===== config.mk =====
export PLATFORM = sky130hd
export DESIGN_NAME = wdt_keyed
export DESIGN_NICKNAME = d
export VERILOG_FILES = /design/src/rtl/wdt_pkg.sv /design/src/rtl/wdt_key_guard.sv /design/src/rtl/wdt_counter.sv /design/src/rtl/wdt_keyed.sv
export SDC_FILE = /design/constraint.sdc
export NUM_CORES = 1
export LEC_CHECK = 0
export CAP_MARGIN = 25
export CORE_ASPECT_RATIO = 1.25
export CORE_MARGIN = 1
export CORE_UTILIZATION = 35
export CTS_CLUSTER_DIAMETER = 120
export DETAILED_ROUTE_END_ITERATION = 8
export HOLD_SLACK_MARGIN = 0.08
export PLACE_DENSITY = 0.7
export SYNTH_ARGS = -nofsm -noshare
export SYNTH_HDL_FRONTEND = slang
export SYNTH_SLANG_ARGS = --single-unit
export TNS_END_PERCENT = 30

===== constraint.sdc =====
create_clock -name clk_i -period 5.1 [get_ports clk_i]
set_input_delay 1.53 -clock clk_i [delete_from_list [all_inputs] [get_ports clk_i]]
set_output_delay 1.53 -clock clk_i [all_outputs]
set_load 0.02 [all_outputs]

===== src/rtl/wdt_pkg.sv =====
package wdt_pkg;
  typedef enum logic {
    STG_WATCH = 1'b0,
    STG_GRACE = 1'b1
  } stage_e;
endpackage


===== src/rtl/wdt_key_guard.sv =====
module wdt_key_guard #(
  parameter int KEY_W = 7
) (
  input  logic             clk_i,
  input  logic             rst_ni,
  input  logic             wr_i,
  input  logic [KEY_W-1:0] key_i,
  input  logic             en_i,
  output logic             accept_o
);
  logic [KEY_W-1:0] key_q;
  logic             en_q;

  // unlocked while disabled; otherwise key must be inverse of last accepted
  assign accept_o = wr_i && (!en_q || (key_i == ~key_q));

  always_ff @(posedge clk_i or negedge rst_ni) begin
    if (!rst_ni) begin
      key_q <= '0;
      en_q  <= 1'b0;
    end else if (accept_o) begin
      key_q <= key_i;
      en_q  <= en_i;
    end
  end

  a_r3_reject_keeps_lock: assert property (@(posedge clk_i) disable iff (!rst_ni)
    (wr_i && !accept_o) |=> ($stable(key_q) && $stable(en_q)));
  a_r3_unlocked_takes_all: assert property (@(posedge clk_i) disable iff (!rst_ni)
    (wr_i && !en_q) |-> accept_o);
endmodule


===== src/rtl/wdt_counter.sv =====
module wdt_counter
  import wdt_pkg::*;
#(
  parameter int CNT_W = 9,
  parameter int GRACE = 1
) (
  input  logic             clk_i,
  input  logic             rst_ni,
  input  logic             tick_i,
  input  logic             load_i,
  input  logic             en_i,
  input  logic [CNT_W-1:0] cnt_i,
  output logic [CNT_W-1:0] cnt_o,
  output logic             nmi_o,
  output logic             stage_o,
  output logic             rst_req_o
);
  localparam logic [CNT_W-1:0] GRACE_CNT = CNT_W'(GRACE);
  localparam logic [CNT_W-1:0] CNT_ONE   = CNT_W'(1);

  logic [CNT_W-1:0] cnt_q;
  logic             run_q, nmi_q, rst_q;
  stage_e           stage_q;
  logic             expire;

  assign expire = run_q && tick_i && (cnt_q <= CNT_ONE);

  always_ff @(posedge clk_i or negedge rst_ni) begin
    if (!rst_ni) begin
      cnt_q   <= '0;
      run_q   <= 1'b0;
      nmi_q   <= 1'b0;
      rst_q   <= 1'b0;
      stage_q <= STG_WATCH;
    end else begin
      rst_q <= 1'b0;
      if (load_i) begin
        nmi_q   <= 1'b0;
        stage_q <= STG_WATCH;
        run_q   <= en_i;
        if (en_i) cnt_q <= cnt_i;
      end else if (expire) begin
        if (stage_q == STG_WATCH) begin
          nmi_q   <= 1'b1;
          stage_q <= STG_GRACE;
          cnt_q   <= GRACE_CNT;
        end else begin
          rst_q <= 1'b1;
          run_q <= 1'b0;
          cnt_q <= '0;
        end
      end else if (run_q && tick_i) begin
        cnt_q <= cnt_q - CNT_ONE;
      end
    end
  end

  assign cnt_o     = cnt_q;
  assign nmi_o     = nmi_q;
  assign stage_o   = (stage_q == STG_GRACE);
  assign rst_req_o = rst_q;

  a_r4_load_clears: assert property (@(posedge clk_i) disable iff (!rst_ni)
    load_i |=> (!nmi_o && !stage_o));
  a_r6_hold_without_tick: assert property (@(posedge clk_i) disable iff (!rst_ni)
    (!load_i && !tick_i) |=> $stable(cnt_q));
  a_r7_nmi_enters_grace: assert property (@(posedge clk_i) disable iff (!rst_ni)
    $rose(nmi_o) |-> (stage_o && cnt_q == GRACE_CNT));
  a_r8_rst_single: assert property (@(posedge clk_i) disable iff (!rst_ni)
    rst_req_o |=> !rst_req_o);
  a_r8_rst_after_warning: assert property (@(posedge clk_i) disable iff (!rst_ni)
    rst_req_o |-> (nmi_o && stage_o && $past(tick_i)));
endmodule


===== src/rtl/wdt_keyed.sv =====
module wdt_keyed #(
  parameter int KEY_W = 7,
  parameter int CNT_W = 9,
  parameter int GRACE = 1,
  localparam int DATA_W = KEY_W + CNT_W
) (
  input  logic              clk_i,
  input  logic              rst_ni,
  input  logic              tick_i,
  input  logic              wr_i,
  input  logic [DATA_W-1:0] wr_data_i,
  output logic              nmi_o,
  output logic              rst_req_o,
  output logic [CNT_W-1:0]  cnt_o,
  output logic              stage_o
);
  // enable sits in the count field's top bit; the count keeps it (behavioural overlap)
  localparam int EN_BIT  = CNT_W - 1;
  localparam int KEY_LSB = CNT_W;

  logic [KEY_W-1:0] wr_key;
  logic             wr_en;
  logic [CNT_W-1:0] wr_cnt;
  logic             accept;

  assign wr_key = wr_data_i[KEY_LSB +: KEY_W];
  assign wr_en  = wr_data_i[EN_BIT];
  assign wr_cnt = wr_data_i[CNT_W-1:0];

  wdt_key_guard #(.KEY_W(KEY_W)) u_guard (
    .clk_i    (clk_i),
    .rst_ni   (rst_ni),
    .wr_i     (wr_i),
    .key_i    (wr_key),
    .en_i     (wr_en),
    .accept_o (accept)
  );

  wdt_counter #(.CNT_W(CNT_W), .GRACE(GRACE)) u_cnt (
    .clk_i     (clk_i),
    .rst_ni    (rst_ni),
    .tick_i    (tick_i),
    .load_i    (accept),
    .en_i      (wr_en),
    .cnt_i     (wr_cnt),
    .cnt_o     (cnt_o),
    .nmi_o     (nmi_o),
    .stage_o   (stage_o),
    .rst_req_o (rst_req_o)
  );

  a_r3_reject_no_effect: assert property (@(posedge clk_i) disable iff (!rst_ni)
    (wr_i && !accept && !tick_i) |=> ($stable(cnt_o) && $stable(nmi_o) && $stable(stage_o)));
  a_r5_enable_loads: assert property (@(posedge clk_i) disable iff (!rst_ni)
    (accept && wr_en) |=> (cnt_o == $past(wr_cnt)));
endmodule


Word-level counts from Yosys, hierarchy flattened. Cells that the tools add are included.

Flip-flop bits (word level): 21. Bits in latches: 0. Memory bits (writable): 0. Bits in read-only memories: 0. Bits of input ports: 20. Output and inout bits: 12. Logic and storage cells: 40. Memories kept: 0.

Add/sub/neg operators: 1. Multiply operators: 0. Div/mod/pow operators: 0. $lt $le $gt $ge: 1. Equality and inequality tests: 3. Shift operators: 0. Muxes and demuxes: 16. Bitwise gates (word level): 1. Reductions and logical operators: 11.

Operator list (count): $mux 9 (4); $mux 1 (12); $le 9x1->1 const B (1); $sub 9x1->9 const B (1); $eq 7x7->1 (1); $not 7->7 (1); $reduce_and 2->1 (3); $ne 2x2->1 const B (2); $reduce_bool 2->1 (2); $logic_and 1x1->1 (3); $reduce_bool 3->1 (1); $logic_not 1->1 (1); $logic_or 1x1->1 (1).

Depth between registers and ports, before layout.
Depth in word-level cells: 6. Depth in mapped cells: 7. Mapped depth without buffers: 7.

Modules after synthesis. From an unflattened synthesis, not the netlist that was laid out.

Cell total of the unflattened synthesis: 109. Area total of the unflattened synthesis: 1179.9 µm².

By module, submodules not included: wdt_counter (instances 1, cells an instance 80, area each 790.8 µm², sequential area each 325.3 µm²); wdt_key_guard (instances 1, cells an instance 29, area each 389.1 µm², sequential area each 200.2 µm²).

Worst setup path after synthesis. Ideal clock, no wire load.

Kind: input port to flip-flop. From: input wr_data_i[14]. To: register u_guard.key_q[2]. Library setup time: 125 ps. Data arrival time: 2707 ps. Data required time: 4975 ps. Setup slack: 2268 ps. Stages: 5. Path buffers: 1. Path through: xor2_1 > nand4_2 > o21ai_2 > buf_4 > mux2_2.

Word-level cells in the longest chain between the ends: 3.

RTL lines: from (decl) (RTL line wdt_keyed.sv:11) `input logic [DATA_W-1:0] wr_data_i,`; $eq 7x7->1 (RTL line wdt_key_guard.sv:15) `assign accept_o = wr_i && (!en_q || (key_i == ~key_q));`; $logic_or 1x1->1 (RTL line wdt_key_guard.sv:15); $logic_and 1x1->1 (RTL line wdt_key_guard.sv:15); to (signal assigned) (RTL line wdt_key_guard.sv:22) `key_q <= key_i;`; to (decl) (RTL line wdt_key_guard.sv:11) `logic [KEY_W-1:0] key_q;`.

No other way between the ends. A chain may end at the register's enable or synchronous reset.

Worst setup path in the final report.
From: input wr_data_i[12]. To: register u_cnt.cnt_q[6] (netlist: u_cnt.cnt_o[6]).

Word-level cells in the longest chain between the ends: 5. Elaborated cells between the ends (all ways): 7. Those cells by class: 2 x eq/ne; 1 x mux; 4 x reduce/logical.

RTL lines: $eq 7x7->1 (*) (RTL line wdt_key_guard.sv:15); $logic_or 1x1->1 (*) (RTL line wdt_key_guard.sv:15); $logic_and 1x1->1 (*) (RTL line wdt_key_guard.sv:15); $ne 2x2->1 (no line) / $reduce_bool 3->1 (equally long branches); $reduce_and 2->1 (no line); to (signal assigned) (RTL line wdt_counter.sv:41) `if (en_i) cnt_q <= cnt_i;`; to (signal assigned) (RTL line wdt_counter.sv:53) `cnt_q <= cnt_q - CNT_ONE;`; to (decl) (RTL line wdt_counter.sv:21) `logic [CNT_W-1:0] cnt_q;`.

Every way passes the cells marked *; elsewhere a longest branch is shown, timed or not.

==> metrics.txt <==
status complete, no violations; logic gate share of total power approximately 46%; first-pass GRT wire length 4890 um; Reg2Reg Depth 6; row cnt 24; worst hold path depth 1; Routed WL per cell approximately 14 um; final-layout fill cell count between 300 and 400; EDFF count, synth 0; Routed WL 2820 um; area of the mapped netlist 0.00127 mm2; routed vias ~1,100; gr usage total 16.0%; YS warnings 0; Worst-Margin Slew between 0.7 and 0.8 ns; Crit Path Category input port to flip-flop; Syn Area/Cell approximately 10 um2; Hold Path Class flip-flop to flip-flop; I/O Buffers 31; Syn Nets 145; top post-synthesis cells by area dfrtp_1 (42%), mux2_2 (7.1%), xor2_1 (4.8%); asr flop ratio synth between 90% and 100%; CTS Root Cell clkbuf_8; drt via density ~5.4; reg-to-reg slack, setup between 2 and 3 ns; CP max FO 18; drt pass-1 iters 4; CP startpoint kind input port; final setup fails 0; sum of negative setup slack 0 ns; most common cell after layout, fill and taps aside clkdlybuf4s50_1; worst relative slew slack 48.4%; largest net degree at the start of global routing 22; Initial Utilization between 30 and 40%; CTS tree yes; Final ANT Viol Nets 0; Final Max Slew Viols 0; cell taking the most area after synthesis dfrtp_1; Post-Place Cells around 190; reg2reg start u_guard.key_q[2]; Critical Path Source wr_data_i[12]; post-synthesis cell count 123; unique cell type count in the Yosys netlist between 40 and 50; Setup WS pre-CTS about 1.1 ns; Area after DPL around 0.0016 mm2; Finished Layout Cells 196; Die Wd between 50 and 60 um; routability cong. ~0.85; Core Region roughly 0.0035 mm2; predominant post-synthesis flop cell dfrtp_1; Max Cap Viol 0; Final Net Count 180; most frequent cells in the layout clkdlybuf4s50_1 (31), dfrtp_1 (21), nand2_1 (11), nor2_1 (9), mux2_2 (8); Post-CTS Setup Inserts 0; # DRC 0; maximum VDD drop approximately 0.25 mV; Iter 0 DRT Violations 12; Psw roughly 0.00029 W; clock skew about 0.0026 ns; Final Hold Viols 0; Resized Gates After CTS 0; layout cells sized above 1 about 16%; Max Clk Rate around 0.27 GHz; maximum clock path buffer count 2; Finished Cell Area approximately 0.0017 mm2; area used by multi-input combinational logic 694 um2; min Tclk post-route approximately 3.7 ns; Die H ~69 um; Net Sw Frac 38.7%; Final HPWL DP around 2200 um; hold_buf cts 0; Num CTS Buffers 3; ant diodes 0; Critical Path End Type flip-flop; grt ovf 0; H-tree depth 1; Worst Setup EP u_cnt.cnt_o[6]; Area Growth Syn to Fin 31.8%; area share of the largest cell type after synthesis between 40% and 50%; clock insertion delay at the later pin of the skew report 0.26 ns; register area about 530 um2; Seq/Total Area, Yosys between 40% and 50%; initial antenna violation count 0; Pint between 0.0004 and 0.0005 W; Clk pin slew, worst setup/hold paths 0.08 ns; r2r endpoint u_cnt.cnt_o[6]; Setup WS post-layout between 1 and 1.5 ns; die area just under 0.004 mm2; Seq pwr share 39.3%; clock power share between 10 and 15%; fin crit share 72.1%; RSZ-0062 raised after global routing false; critical path arrival roughly 3.8 ns; hold path start u_cnt.run_q; worst path required time about 5.2 ns; # IOs 32; vias in the first global route 1,074; pwr dens ~460 mW/mm2; clock sink count 21; Pleak about 0.7 nW; post-synthesis register bit count 21
## worst max-delay path, stage by stage
cell	delay, ns
clkdlybuf4s50_1	0.50
xor2_1	0.18
nand4_2	0.19
o21ai_2	0.67
buf_4	0.30
nand2_1	0.10
a311o_1	0.34
## kinds of logic (layout without fill, tap and decap cells)
kind of cell               Yosys count  after routing  share of synthesized area [%]
adders and majority gates            2              2                           1.98
muxes                               11             11                           9.49
AOI/OAI and AO/OA                   25             25                           17.4
xor gates and xnor gates             7              7                           4.84
DFF                                 21             21                           41.5
buffers and inverters                9             43                           3.66
and+or+nand+nor                     48             48                           21.1
## cell usage after synthesis (2+ instances only)
cell type / count
a21o_1: 3
a21oi_1: 3
a221o_1: 2
and2_1: 2
and3_2: 2
dfrtp_1: 21
ha_1: 2
inv_1: 6
mux2_2: 8
mux2i_1: 3
nand2_1: 11
nand2b_1: 2
nand3_1: 5
nand4_2: 2
nor2_1: 9
nor3_1: 6
o21ai_0: 2
o21ai_2: 2
o32ai_1: 2
xor2_1: 7
## flip-flops by register name (all words and copies together) (netlist names)
register	count
u_cnt.cnt_o	9
u_cnt.nmi_o	1
u_cnt.rst_req_o	1
u_cnt.run_q	1
u_cnt.stage_o	1
u_guard.en_q	1
u_guard.key_q	7
## final cells by class
type	count	area share (%)
clock buffers	4	2.70
inverters	6	1.35
multi-input cells	93	41.6
flip-flops and latches	21	31.5
well taps	39	2.92
repair buffers	33	19.9
## metrics by stage
step	util, %	total power, W	hold WS [ns]
after floorplan	-	0.000534	0.463
final	47.9	0.000760	0.525
after global placement	46.2	0.000647	0.495
after CTS	47.5	0.000766	0.524
after detailed placement	46.2	0.000656	0.507
after global routing	47.9	0.000815	0.554
## power by group through the flow
stage                     Combinational, W  Clock (W)  Sequential (W)
after global placement            0.000348          0        0.000299
after CTS                         0.000355   0.000112        0.000300
after floorplan                   0.000213          0        0.000321
after global routing              0.000386   0.000120        0.000309
final                             0.000351   0.000109        0.000299
after detailed placement          0.000353          0        0.000303
## layer usage
metal  routed length [um]  track usage, %  vias to the layer above  part of all wire (%)
met4                   54            6.67                        0                   1.9
met1                 1180            19.2                      514                    42
li1                     -               -                      517                     -
met2                 1500            28.2                       27                    53
met3                   85            2.43                        7                   3.0
met5                    0               0                        -                     0
## how the worst min path moves through the flow
stage                       end  slack, ns
3_3_place_gp        u_cnt.run_q       0.50
3_5_place_dp        u_cnt.run_q       0.51
2_1_floorplan      u_guard.en_q       0.46
6_report            u_cnt.run_q       0.52
4_1_cts             u_cnt.run_q       0.52
5_1_grt        u_guard.key_q[2]       0.55
No activity file was read; power rests on OpenSTA's default activity.
